**src/rtl/permshift_pkg.sv**
```systemverilog
// Package: shared mapping-mode encoding for the permute-shift translator.
// Assumes nothing beyond a 1-bit mode select at the top level.
package permshift_pkg;
    typedef enum logic {
        MAP_LINEAR  = 1'b0,
        MAP_PERMUTE = 1'b1
    } map_mode_e;
endpackage

```
**src/rtl/permshift_offset_table.sv**
```systemverilog
// Offset table: W entries of LW bits, written one per cycle, reset to
// the identity. Also reports whether the entries form a permutation.
// Assumes W is a power of two so that every LW-bit value is a legal row.
module permshift_offset_table #(
    parameter int W  = 8,
    parameter int LW = $clog2(W)
) (
    input  logic            clk,
    input  logic            rst_n,
    input  logic            we,
    input  logic [LW-1:0]   wr_idx,
    input  logic [LW-1:0]   wr_val,
    output logic [W*LW-1:0] table_flat,
    output logic            perm_ok
);
    logic [LW-1:0] entry [W];
    logic [W-1:0]  seen;

    // Storage: identity on reset, single-entry write otherwise.
    always_ff @(posedge clk) begin
        if (!rst_n) begin
            for (int k = 0; k < W; k++) entry[k] <= LW'(k);
        end else if (we) begin
            entry[wr_idx] <= wr_val;
        end
    end

    // Flatten the entries for the lanes.
    always_comb begin
        for (int k = 0; k < W; k++) table_flat[k*LW +: LW] = entry[k];
    end

    // Validity: W entries cover all W values only when they are distinct.
    always_comb begin
        seen = '0;
        for (int k = 0; k < W; k++) seen[entry[k]] = 1'b1;
        perm_ok = &seen;
    end

    // a write lands in the addressed entry.
    assert_write_lands_R2: assert property (@(posedge clk) disable iff (!rst_n)
        we |=> table_flat[$past(wr_idx)*LW +: LW] == $past(wr_val));

    // without a write the table holds still.
    assert_table_hold_R2: assert property (@(posedge clk) disable iff (!rst_n)
        (!we && $past(rst_n)) |=> $stable(table_flat));
endmodule

```
**src/rtl/permshift_lane.sv**
```systemverilog
// One translation lane: combinational (row, col) -> address using the
// row's offset from the table. Modulo W is bit truncation of the sum.
// Assumes W is a power of two.
module permshift_lane
    import permshift_pkg::*;
#(
    parameter int W  = 8,
    parameter int LW = $clog2(W),
    parameter int AW = 2*LW
) (
    input  map_mode_e       mode,
    input  logic [LW-1:0]   row,
    input  logic [LW-1:0]   col,
    input  logic [W*LW-1:0] table_flat,
    output logic [AW-1:0]   addr
);
    logic [LW-1:0] offset;
    logic [LW-1:0] bank;

    // Pick this row's offset from the table.
    always_comb offset = table_flat[int'(row)*LW +: LW];

    // Rotate the column within the row, or pass it through.
    always_comb begin
        if (mode == MAP_PERMUTE) bank = col + offset;
        else                     bank = col;
        addr = {row, bank};
    end
endmodule

```
**src/rtl/permshift_xlate.sv**
```systemverilog
// Permute-shift address translator top: offset table, W parallel lanes
// and an optional output register (REG_OUT). Assumes W is a power of two
// and that the table is loaded with a permutation before conflict-free
// behaviour is relied on (perm_ok reports it).
module permshift_xlate
    import permshift_pkg::*;
#(
    parameter int W       = 8,
    parameter bit REG_OUT = 1'b1
) (
    input  logic                      clk,
    input  logic                      rst_n,
    input  logic                      tbl_we,
    input  logic [$clog2(W)-1:0]      tbl_idx,
    input  logic [$clog2(W)-1:0]      tbl_val,
    output logic                      perm_ok,
    input  logic                      mode,
    input  logic [W*$clog2(W)-1:0]    lane_row,
    input  logic [W*$clog2(W)-1:0]    lane_col,
    output logic [W*2*$clog2(W)-1:0]  lane_addr
);
    localparam int LW = $clog2(W);
    localparam int AW = 2*LW;

    logic [W*LW-1:0] table_flat;
    logic [W*AW-1:0] addr_comb;
    map_mode_e       mode_e;

    // Convert the plain mode pin to the shared encoding.
    always_comb mode_e = map_mode_e'(mode);

    permshift_offset_table #(.W(W), .LW(LW)) u_table (
        .clk        (clk),
        .rst_n      (rst_n),
        .we         (tbl_we),
        .wr_idx     (tbl_idx),
        .wr_val     (tbl_val),
        .table_flat (table_flat),
        .perm_ok    (perm_ok)
    );

    for (genvar k = 0; k < W; k++) begin : g_lane
        permshift_lane #(.W(W), .LW(LW), .AW(AW)) u_lane (
            .mode       (mode_e),
            .row        (lane_row[k*LW +: LW]),
            .col        (lane_col[k*LW +: LW]),
            .table_flat (table_flat),
            .addr       (addr_comb[k*AW +: AW])
        );

        // every lane keeps its own row as the upper address field.
        assert_row_field_R9: assert property (@(posedge clk) disable iff (!rst_n)
            addr_comb[k*AW+LW +: LW] == lane_row[k*LW +: LW]);

        if (k > 0) begin : g_pair
            // same row, different columns -> different banks.
            assert_row_conflict_free_R6: assert property (@(posedge clk) disable iff (!rst_n)
                (mode && perm_ok && lane_row[k*LW +: LW] == lane_row[0 +: LW]
                 && lane_col[k*LW +: LW] != lane_col[0 +: LW])
                |-> addr_comb[k*AW +: LW] != addr_comb[0 +: LW]);
            // same column, different rows -> different banks.
            assert_col_conflict_free_R7: assert property (@(posedge clk) disable iff (!rst_n)
                (mode && perm_ok && lane_col[k*LW +: LW] == lane_col[0 +: LW]
                 && lane_row[k*LW +: LW] != lane_row[0 +: LW])
                |-> addr_comb[k*AW +: LW] != addr_comb[0 +: LW]);
        end
    end

    if (REG_OUT) begin : g_reg
        // Output stage: capture all lane addresses, clear on reset.
        always_ff @(posedge clk) begin
            if (!rst_n) lane_addr <= '0;
            else        lane_addr <= addr_comb;
        end
        // in linear mode the registered address is the raw (row, col).
        assert_linear_map_R5: assert property (@(posedge clk) disable iff (!rst_n)
            !mode |=> lane_addr[AW-1:0] == {$past(lane_row[LW-1:0]), $past(lane_col[LW-1:0])});
    end else begin : g_comb
        // Output stage bypassed: addresses follow the inputs directly.
        always_comb lane_addr = addr_comb;
    end
endmodule

```
**config.mk**
```make
export PLATFORM = sky130hd
export DESIGN_NAME = permshift_xlate
export DESIGN_NICKNAME = d
export VERILOG_FILES = /design/src/rtl/permshift_pkg.sv /design/src/rtl/permshift_offset_table.sv /design/src/rtl/permshift_lane.sv /design/src/rtl/permshift_xlate.sv
export SDC_FILE = /design/constraint.sdc
export NUM_CORES = 1
export LEC_CHECK = 0
export ABC_AREA = 1
export BUFFER_PORTS_ARGS = -buffer_cell sky130_fd_sc_hd__buf_2
export CORE_MARGIN = 4
export CORE_UTILIZATION = 61
export CTS_CLUSTER_SIZE = 12
export DETAILED_ROUTE_END_ITERATION = 10
export PLACE_DENSITY = 0.87
export SLEW_MARGIN = 15
export SYNTH_ARGS = -nofsm -noshare
export SYNTH_HDL_FRONTEND = slang
export SYNTH_SLANG_ARGS = --single-unit
export TNS_END_PERCENT = 1
```
**constraint.sdc**
```tcl
create_clock -name clk -period 5.8 [get_ports clk]
set_input_delay 0.29 -clock clk [delete_from_list [all_inputs] [get_ports clk]]
set_output_delay 0.29 -clock clk [all_outputs]
set_load 0.05 [all_outputs]
```
; Word level (Yosys, flattened, before mapping)
; Memory sizes are Yosys's and may differ from the RTL's.
; Index checks and enable logic that the tools add are counted.
[totals]
out_inout_bits = 49
mem_count = 1
input_bits = 58
ram_bits = 24
reg_bits = 48
word_cells = 90
[mem_list]
columns = name, depth, word_bits, rd, rd_clocked_by_memory_dff, write_ports, line
row1 = u_table.entry, 8, 3, 8, 0, 8, permshift_offset_table.sv:16  ; logic [LW-1:0] entry [W];
[classes]
bitwise = 7
n_lt_le_gt_ge = 16
add_sub_neg = 8
reduce_logical = 10
mul = 8
n_mux = 31
n_shift = 8
[op_table]
columns = operator, n
row1 = 24-bit by 32-bit variable part select with 3-bit output, 8
row2 = 8-bit OR, 7
row3 = 3-bit by 2-bit multiplier with 5-bit output (second input constant), 8
row4 = 3-bit by 4-bit less-than comparator with 1-bit output (second input constant), 8
row5 = 3-bit 2-to-1 mux, 10
row6 = 3-bit adder, 8
row7 = 1-bit demux with 3-bit select, 8
row8 = 3-bit by 1-bit greater-or-equal comparator with 1-bit output (second input constant), 8
row9 = 1-bit 2-to-1 mux, 13
row10 = 1-bit logical AND, 8
row11 = 8-bit AND reduction, 1
row12 = 3-bit OR reduction, 1

; Depth between registers and ports, before layout
; Gate-level depths: netlist (run 1).
; An unclocked memory read counts as a cell.
[depth]
ltp_word = 13
mapped_depth = 15
depth_no_buf = 14

; Modules after synthesis
; From an unflattened synthesis (run 1), not the netlist that was laid out.
[hier_totals]
hier_cells = 930
area_unflattened_um2 = 6204.7
[modules_own_cells]
columns = mod, area_per_inst_um2, cells_per_inst, n_inst, seq_area_each_um2
row1 = permshift_lane, 395.4, 68, 8, 0.0
row2 = permshift_offset_table, 1680.4, 237, 1, 720.7
row3 = permshift_xlate, 1361.3, 149, 1, 960.9

; Least setup slack after synthesis (run 1)
; No wires, ideal clock.
[synth_timing]
kind = flip-flop to flip-flop
start = memory u_table.entry[5][0] in the netlist's numbering
end = register lane_addr[26]
period_less_slack_ns = 1.958
setup_ns = 0.110
n_path_buf = 1
path_stages_with_launch = 16
required_time_ns = 5.690
slack_ns = 3.842
t_arrival_ns = 1.848
cell_sequence = edfxtp_1 inv_1 buf_2 a21oi_1 o21ai_0 nand2_1 nor2_1 a31oi_1 ha_1 fa_1 inv_1 nand2_2 nand3_1 nand2_1 inv_1 nor2_1
[synth_lines]
columns = element, line
row1 = start: declaration, permshift_offset_table.sv:16
row2 = end signal: assignment, permshift_xlate.sv:73  ; else lane_addr <= addr_comb;
row3 = end: declaration, permshift_xlate.sv:20  ; output logic [W*2*$clog2(W)-1:0] lane_addr

==> results of run 1 <==
[metal layers]
| metal | part of all wire | GRT usage | vias up |
|---|---|---|---|
| li1 | - | - | 2826 |
| met1 | 0.40 | 0.3958 | 2526 |
| met2 | 0.45 | 0.4608 | 356 |
| met3 | 0.12 | 0.05954 | 50 |
| met4 | 0.031 | 0.1493 | 0 |
| met5 | 0 | 0 | - |
[power by group]
group / leakage (uW) / total (uW) / switching [uW] / internal [uW]
clock: 0.0000855 / 404 / 206 / 197
sequential: 0.000636 / 590 / 32.7 / 557
combinational: 0.00231 / 434 / 308 / 127
[through the flow]
step | hold WS [ns] | util
6_report | 0.1561 | 0.6789
5_1_grt | 0.1553 | 0.6789
4_1_cts | 0.1534 | 0.6789
3_5_place_dp | 0.5241 | 0.6567
3_3_place_gp | 0.5214 | 0.6567
2_1_floorplan | 0.3835 | -
[cell usage in the layout, fill, tap and decap left out, types with 2 or more instances in the layout]
master / count
a21oi_1: 64
a31oi_1: 16
buf_2: 106
clkbuf_8: 9
clkinvlp_4: 3
dfxtp_1: 48
edfxtp_1: 24
fa_1: 8
ha_1: 8
inv_1: 94
inv_2: 19
nand2_1: 151
nand2_2: 13
nand3_1: 116
nand3_2: 19
nand4_1: 19
nor2_1: 85
o21ai_0: 81
o22ai_1: 2
[final cells by class]
cell class	instances	area, um2	share of cell area
sequential	72	1682	0.2840
multi-input combinational	582	2955	0.4992
clock buffer	9	123.9	0.02092
inverter	113	424.2	0.07164
timing repair buffer	106	530.5	0.08960
tap	108	135.1	0.02282
clock inverter	7	70.07	0.01183
[worst max path at each step]
stage | startpoint | to | slack, ns | cells after the start
after global placement | u_table.entry[1][0] | lane_addr[44] | 3.59 | 11
after CTS | u_table.entry[2][1] | perm_ok | 3.35 | 10
after global routing | u_table.entry[2][1] | perm_ok | 3.22 | 10
final | u_table.entry[2][1] | perm_ok | 3.28 | 10
after detailed placement | u_table.entry[5][0] | lane_addr[20] | 3.56 | 13
after floorplan | u_table.entry[5][0] | lane_addr[26] | 3.84 | 15
[worst reg2reg max path: cells and delay by family (launching register included)]
kind,cells,cell delay [ns]
compound gates,3,0.27
fa+ha+maj,2,0.57
buf+inv,2,0.41
simple gates,6,0.55
flops,1,0.45
[cells by family after synthesis]
group,count (synthesis)
flops,72
compound gates,163
simple gates,403
buf+inv,171
fa+ha+maj,16
[flip-flops by register name, summed over array words and instances, names as in the netlist]
name           flops
u_table.entry     24
lane_addr         48
==> flow_summary.ini, run 1 <==
[logic_synthesis]
ys_seq_area_frac = 0.3077
synth_xor_area_frac = 0
ys_async_sr_fraction = 0
ys_top_cells_by_area = dfxtp_1 (18%), edfxtp_1 (13%), nand3_1 (11%)
synthAdderAreaFrac = 0.04762
yosysMostFrequentCell = nand2_1
netlist.area_leader.share = 0.1758
ys_ff_latch = 72
synth_top_family_by_area = simple AND/OR/NAND/NOR gates
netlist_instances = 825
yosys.area_share.simple = 0.3397
synth_compound_area_frac = 0.1534
yosysTopAreaCell = dfxtp_1
avgSynthCellArea_um2 = 6.625
synth-warning-count = 0
synthTopCellsByCount = nand2_1 (151), nand3_1 (116), inv_1 (94), nor2_1 (85), o21ai_0 (81)
synth_edf_count = 24
synth_nets = 899
netlist_area_um2 = 5465
synthFlopType = dfxtp_1
ys_types = 21
synth.mux.area_fraction = 0

[run]
cap_violations = 0

[finish]
nFillCells = 798
antennaDiodeCount = 0
stdcell_count = 997
syn_to_final_growth_pct = 8.333
nets = 958
fin_area_um2 = 5921
drive_gt1_frac = 0.1935

[routing]
wl_um = 15210
vias = 5758
antenna_left = 0
drc = 0
firstDrtPassIters = 8
drt_iter0_markers = 695
routed_via_density = 5.775
wl_per_cell_um = 15.25

[setup_path]
rrSetupSlack_ns = 3.47
crit_type = flop to output port
regToRegStartpoint = u_table.entry[5][0]
worstPathArrival_ns = 2.23
cp_top_family = buffers and inverters
r2r.worst_path.cells = 13
max_stage_delay_ns = 0.47
cp-start-kind = flop
critPathMostFrequentCell = nand3_1
slowest_stage = edfxtp_1
crit_path_end_kind = output port
cp.buffers_inverters = 3
worstPathRequired_ns = 5.51
cp_cell_sequence = inv_1, nand3_1, nand3_1, nor2_1, nand3_1, nand2_1, nor2_1, nand2_1, inv_1, buf_2
cp_max_fo = 12
r2r_end = lane_addr[20]

[sta]
setup_viol = 0
max_freq_mhz = 396.2
tightest_slew_ns = 0.9725
setup-tns-final_ns = 0
max_slew_margin = 0.3516
fin_crit_ns = 2.524
drv_slew = 0
min_period_over_period = 0.4352
rsz0062_at_grt = false
fin_ws_ns = 3.276
skew_ns = 0.007580
hold_violations = 0

[floorplan]
rows = 34
initial_core_util = 0.6267
coreArea_um2 = 8721
die_area_um2 = 10540
dieHeight_um = 102.7
io_pins = 107
chipWidth_um = 102.7

[cts]
cts.clk_slew.worst_paths_ns = 0.08
htreeDepth = 3
cts.sinks = 72
cts_made_buffers = 9
cts_resized = 0
cts_max_path_buffers = 2
post_cts_buffers = 0
cts_hold_buffers = 0
cts-root-buf = clkbuf_8
cts_tree = built
clk_latency_ns = 0.36

[global_route]
overflow = 0
antenna_found_initial = 0
grt_max_degree = 58
grt.total_usage = 0.2975
grt_pass1_wl_um = 24940
grt_pass1_vias = 5293

[worst_hold_path]
hold_depth = 3
hp-start = lane_row[17]
min_to = lane_addr[35]
hold_path_class = primary input to flop

[place]
place_ws_ns = 3.555
hpwl_um = 10200
portBuffers = 106
placed_cell_area_um2 = 5727
dp_cells = 981
gp_congestion = 0.9775

[pwr]
finalPower_uw = 1428
power_density_nw_per_um2 = 241.2
power.leakage_uw = 0.003030
ir_drop_mv = 0.1235

[status]
status = finished, final reports clean
Power figures use the tool's default switching activity.
==> run 2: changes to the inputs <==
- ABC_AREA: 1 -> 0
- CORE_UTILIZATION: 61 -> 56
- PLACE_DENSITY: 0.87 -> 0.82
- clock period: 5.8 -> 2.5 ns (I/O delays scaled with it)
==> run 2 against run 1 <==
Net effect: critical path depth is 2 lower; critical path type is now flop to flop; critical endpoint is now lane_addr[8]; clock power is 140% higher; clock-buffer cell count is 3 higher; area after synthesis is 7.2% lower.
==> flow_summary.ini, run 2 <==
[routing]
routed_via_density = 6.208
drc = 0
firstDrtPassIters = 5
vias = 4172
antenna_left = 0
drt_iter0_markers = 328
wl_per_cell_um = 20.30
wl_um = 13640

[place]
placed_cell_area_um2 = 5633
gp_congestion = 0.8797
place_ws_ns = 0.006186
hpwl_um = 9201
dp_cells = 627
portBuffers = 106

[finish]
fin_area_um2 = 6140
top_regs = lane_addr (48), u_table.entry (24)
syn_to_final_growth_pct = 21.10
final_cell_mix = buf_2 (107), dfxtp_1 (48), buf_4 (39)
antennaDiodeCount = 0
regMostFlops = lane_addr
stdcell_count = 672
nets = 633
largest_reg_flops = 48
layout_commonest_cell = buf_2
drive_gt1_frac = 0.4060

[sta]
fin_ws_ns = 0.002470
max_slew_margin = 0.5437
setup_viol = 0
rsz0062_at_grt = true
holdWs_ns = 0.03692
fin_crit_ns = 2.498
max_freq_mhz = 400.4
skew_ns = 0.01465
drv_slew = 0
hold_violations = 0
tightest_slew_ns = 0.6845
min_period_over_period = 0.9990

[setup_path]
max_stage_delay_ns = 0.49
cp_cell_sequence = buf_2, mux4_1, mux2_4, ha_2, fa_2, xnor2_1, nand2_1, mux2i_1
crit_path_end_kind = flop
worstPathRequired_ns = 2.78
cp_top_family = multiplexers
cp_max_fo = 4
cp-start-kind = flop
cp.buffers_inverters = 1
slowest_stage = mux4_1
worstPathArrival_ns = 2.78
crit_type = flop to flop

[logic_synthesis]
synthFlopType = dfxtp_1
netlist.area_leader.share = 0.1895
yosysMostFrequentCell = dfxtp_1
ys_top_cells_by_area = dfxtp_1 (19%), edfxtp_1 (14%), mux4_1 (12%)
ys_seq_area_frac = 0.3317
ys_ff_latch = 72
synth-warning-count = 0
netlist_area_um2 = 5070
synth_edf_count = 24
synthTopCellsByCount = dfxtp_1 (48), mux2i_1 (32), nand2_1 (31), clkbuf_1 (27), and2_1 (25)
synth_nets = 515
ys_async_sr_fraction = 0
yosysTopAreaCell = dfxtp_1
netlist_instances = 441
ys_types = 41
avgSynthCellArea_um2 = 11.50

[global_route]
antenna_found_initial = 0
grt.total_usage = 0.2515
grt_pass1_vias = 4012
overflow = 0
grt_pass1_wl_um = 20470
grt_max_degree = 63

[pwr]
power_density_nw_per_um2 = 564.0
finalPower_uw = 3463
power.leakage_uw = 0.002667
ir_drop_mv = 0.2413

[cts]
cts.sinks = 72
cts_tree = built
cts_made_buffers = 9
cts_hold_buffers = 0
htreeDepth = 3
cts-root-buf = clkbuf_8
cts_max_path_buffers = 2
clk_latency_ns = 0.36
cts.clk_slew.worst_paths_ns = 0.08

[worst_hold_path]
hold_path_class = primary input to flop

[run]
cap_violations = 0

[floorplan]
rows = 34
dieHeight_um = 103.2
initial_core_util = 0.5785
io_pins = 107
die_area_um2 = 10640
chipWidth_um = 103.2
coreArea_um2 = 8763

[status]
status = finished, final reports clean
## run 2: cell types whose count changed in the layout (fill, tap and decap cells not counted), moves of 22 or more
cell,previous run,this run
a21oi_1,64,6
nand3_1,116,4
mux2i_1,0,32
and2_1,0,25
mux4_2,0,26
inv_1,94,8
mux4_1,0,22
buf_4,0,39
o21ai_0,81,6
nand2_1,151,31
nor2_1,85,18
## run 2: final timing paths
check                      startpoint            end  slack (ns)  cells past startpoint
setup / recovery  u_table.entry[2][0]   lane_addr[8]       0.002                      8
hold / removal                  rst_n  lane_addr[39]        0.04                      2
setup reg to reg  u_table.entry[2][0]   lane_addr[8]       0.002                      8
hold reg to reg   u_table.entry[4][0]   lane_addr[6]        1.13                      5
## run 2: logic make-up after synthesis
family | share of synthesized area
AND/OR/NAND/NOR | 0.1792
multiplexers | 0.3297
flip-flops | 0.3317
buffers and inverters | 0.05257
AO/OA/AOI/OAI | 0.04171
adder cells (fa/ha/maj) | 0.05133
XOR/XNOR | 0.01382
## run 2: worst reg2reg max path: stages, from the launching register on
cell and delay (ns):
edfxtp_1 0.46, buf_2 0.20, mux4_1 0.49, mux2_4 0.29
ha_2 0.18, fa_2 0.34, xnor2_1 0.15, nand2_1 0.11
mux2i_1 0.21
## run 2: layout make-up
class                   instances  area (um2)
fillers                       637        2624
clock inverters                 4       53.80
multi-input cells             316        3203
clock buffers                  12       146.4
repair buffers                152       889.6
flip-flops and latches         72        1682
inverters                       8       30.03
well taps                     108       135.1
## run 2: timing repair
item,CTS,global route
setup endpoints to repair,2,9
pin swaps,0,10
gates resized for setup,0,34
setup buffers,7,22
## run 2: stage by stage
step | TNS, ns | util
2_1_floorplan | 0 | -
3_3_place_gp | 0 | 0.6428
3_5_place_dp | 0 | 0.6428
4_1_cts | 0 | 0.6716
5_1_grt | -0.1882 | 0.7006
6_report | 0 | 0.7006
## run 2: per-layer routing
layer  share of wire  wire length [um]  global-route usage  up-vias
met3           0.093              1273             0.05007       41
met1            0.40              5476              0.3316     1997
met5               0                 0                   0        -
met4           0.024               329             0.07371        0
li1                -                 -                   -     1888
met2            0.48              6561              0.4223      246
## run 2: power by group
group / switching (uW) / internal, uW
registers: 79.4 / 1300
clock network: 460 / 497
logic: 636 / 492
total: 1180 / 2290
==> run 3: changes to the inputs <==
- ABC_AREA: 0 -> 1
- CORE_UTILIZATION: 56 -> 57
==> run 3 against run 2 <==
Net effect: via count increased by 36%; wire length rose by 11%; die area grew 5.4%; clock-buffer cell count stayed put; final cell count grew 53%; sequential share of layout area is 0.30 points higher; combinational power decreased by 9.7%; critical path type is now flop to output port; critical endpoint is now perm_ok; largest power group unchanged; highest routed layer unchanged.
==> flow_summary.ini, run 3 (same netlist as run 1, synthesis figures left out) <==
[setup_path]
critPathCapture = perm_ok
critPathLaunch = u_table.entry[2][0]
r2r.worst_path.cells = 11
cp-start-kind = flop
rrSetupSlack_ns = 0.26
crit_path_end_kind = output port
worstPathArrival_ns = 2.18
worstPathRequired_ns = 2.38
cp_max_fo = 10
r2r_end = lane_addr[2]
regToRegStartpoint = u_table.entry[2][0]
crit_type = flop to output port

[worst_hold_path]
hold_path_class = primary input to flop
hold_depth = 3

[finish]
drive_gt1_frac = 0.1987
layout_commonest_cell = nand2_1
syn_to_final_growth_pct = 11.10
fin_area_um2 = 6072
nFillCells = 869
nets = 970
multi_input_area_um2 = 2955
regArea_um2 = 1682
antennaDiodeCount = 0
largest_reg_flops = 48
regMostFlops = lane_addr
top_regs = lane_addr (48), u_table.entry (24)
final_cell_mix = nand2_1 (151), nand3_1 (116), buf_2 (106)

[cts]
cts.sinks = 72
post_cts_buffers = 0
cts_resized = 0
htreeDepth = 3
cts.clk_slew.worst_paths_ns = 0.09
clk_latency_ns = 0.37
cts-root-buf = clkbuf_8
cts_made_buffers = 9
cts_max_path_buffers = 2
cts_tree = built

[sta]
min_period_over_period = 0.9218
rsz0062_at_grt = false
max_slew_margin = 0.5853
setup_viol = 0
drv_slew = 0
max_freq_mhz = 433.9
hold_violations = 0
fin_crit_ns = 2.304
skew_ns = 0.01334
tightest_slew_ns = 0.6221
setup-tns-final_ns = 0

[global_route]
grt_pass1_wl_um = 24830
antenna_found_initial = 0
grt.total_usage = 0.2716
grt_max_degree = 39
overflow = 0
grt_pass1_vias = 5094

[floorplan]
initial_core_util = 0.5887
io_pins = 107
dieHeight_um = 105.9
chipWidth_um = 105.9
rows = 35
die_area_um2 = 11220
coreArea_um2 = 9284

[place]
gp_congestion = 0.9763
placed_cell_area_um2 = 5806
hpwl_um = 10380
portBuffers = 106

[run]
cap_violations = 0

[routing]
vias = 5664
wl_per_cell_um = 14.67
drt_iter0_markers = 666
wl_um = 15110
firstDrtPassIters = 5
antenna_left = 0
drc = 0
routed_via_density = 5.499

[pwr]
intPower_uw = 2149
p_switching_uw = 1268
combPwrFrac = 0.298
clockPowerShare = 0.302
switching_share = 0.3710
ir_drop_mv = 0.3630
power_density_nw_per_um2 = 562.6
power.leakage_uw = 0.003111
p_seq_frac = 0.400

[status]
status = finished, final reports clean
run 3: cell types whose count changed in the layout (fill, tap and decap cells not counted), moves of 32 or more:
cell	before	now
nor2_1	18	85
a21oi_1	6	64
nand3_1	4	116
nand2_1	31	151
buf_4	39	7
inv_1	8	94
o21ai_0	6	81
mux2i_1	32	0
run 3: how the worst min path moves through the flow:
stage                             from             to  slack [ns]
after floorplan            lane_row[5]  lane_addr[11]        0.22
after global placement     lane_row[2]   lane_addr[5]        0.35
after detailed placement   lane_row[2]   lane_addr[5]        0.35
after CTS                 lane_row[11]  lane_addr[23]       0.002
after global routing      lane_row[11]  lane_addr[23]        0.02
final                     lane_row[11]  lane_addr[23]       0.009
run 3: layout make-up:
cell class / instances / area share
multi-input combinational: 582 / 0.4867
sequential: 72 / 0.2769
timing repair buffer: 118 / 0.1043
inverter: 113 / 0.06985
clock buffer: 12 / 0.02741
tap: 129 / 0.02658
clock inverter: 4 / 0.008242
run 3: timing repair:
item / CTS / global route
setup endpoints to repair: 0 / 0
hold buffers: 5 / 0
endpoints found under the hold margin: 5 / 0
run 3: critical path, cell delays in order (launching register included):
cell and delay [ns]:
edfxtp_1 0.45, inv_1 0.39, buf_4 0.21, nand3_1 0.06
nand3_1 0.10, nor2_1 0.05, nand2_1 0.05, nand2_1 0.05
nor2_1 0.10, nand2_1 0.06, inv_1 0.05, buf_2 0.25
run 3: per-stage QoR:
step	total power (uW)	hold slack, ns	std cells	utilization	setup WS [ns]
after floorplan	2167	0.2185	825	-	0.5418
after global placement	2377	0.3475	1009	0.6253	0.3583
after detailed placement	2390	0.3540	1009	0.6253	0.3408
after CTS	3406	0.001698	1030	0.6540	0.2390
after global routing	3587	0.01753	1030	0.6540	0.01523
final	3416	0.008909	1030	0.6540	0.1955
run 3: layer usage:
metal,GRT usage,routed length [um],share of wire,up-vias
li1,-,-,-,2840
met1,0.3675,6423,0.43,2453
met2,0.4303,6725,0.45,319
met3,0.05161,1520,0.10,52
met4,0.1055,440,0.029,0
met5,0,0,0,-
run 3: power by group through the flow:
stage          registers (uW)  logic (uW)  clock network (uW)
4_1_cts                  1360        1010                1030
2_1_floorplan            1570         600                   0
3_5_place_dp             1390         999                   0
6_report                 1370        1020                1030
3_3_place_gp             1390         989                   0
5_1_grt                  1380        1130                1080
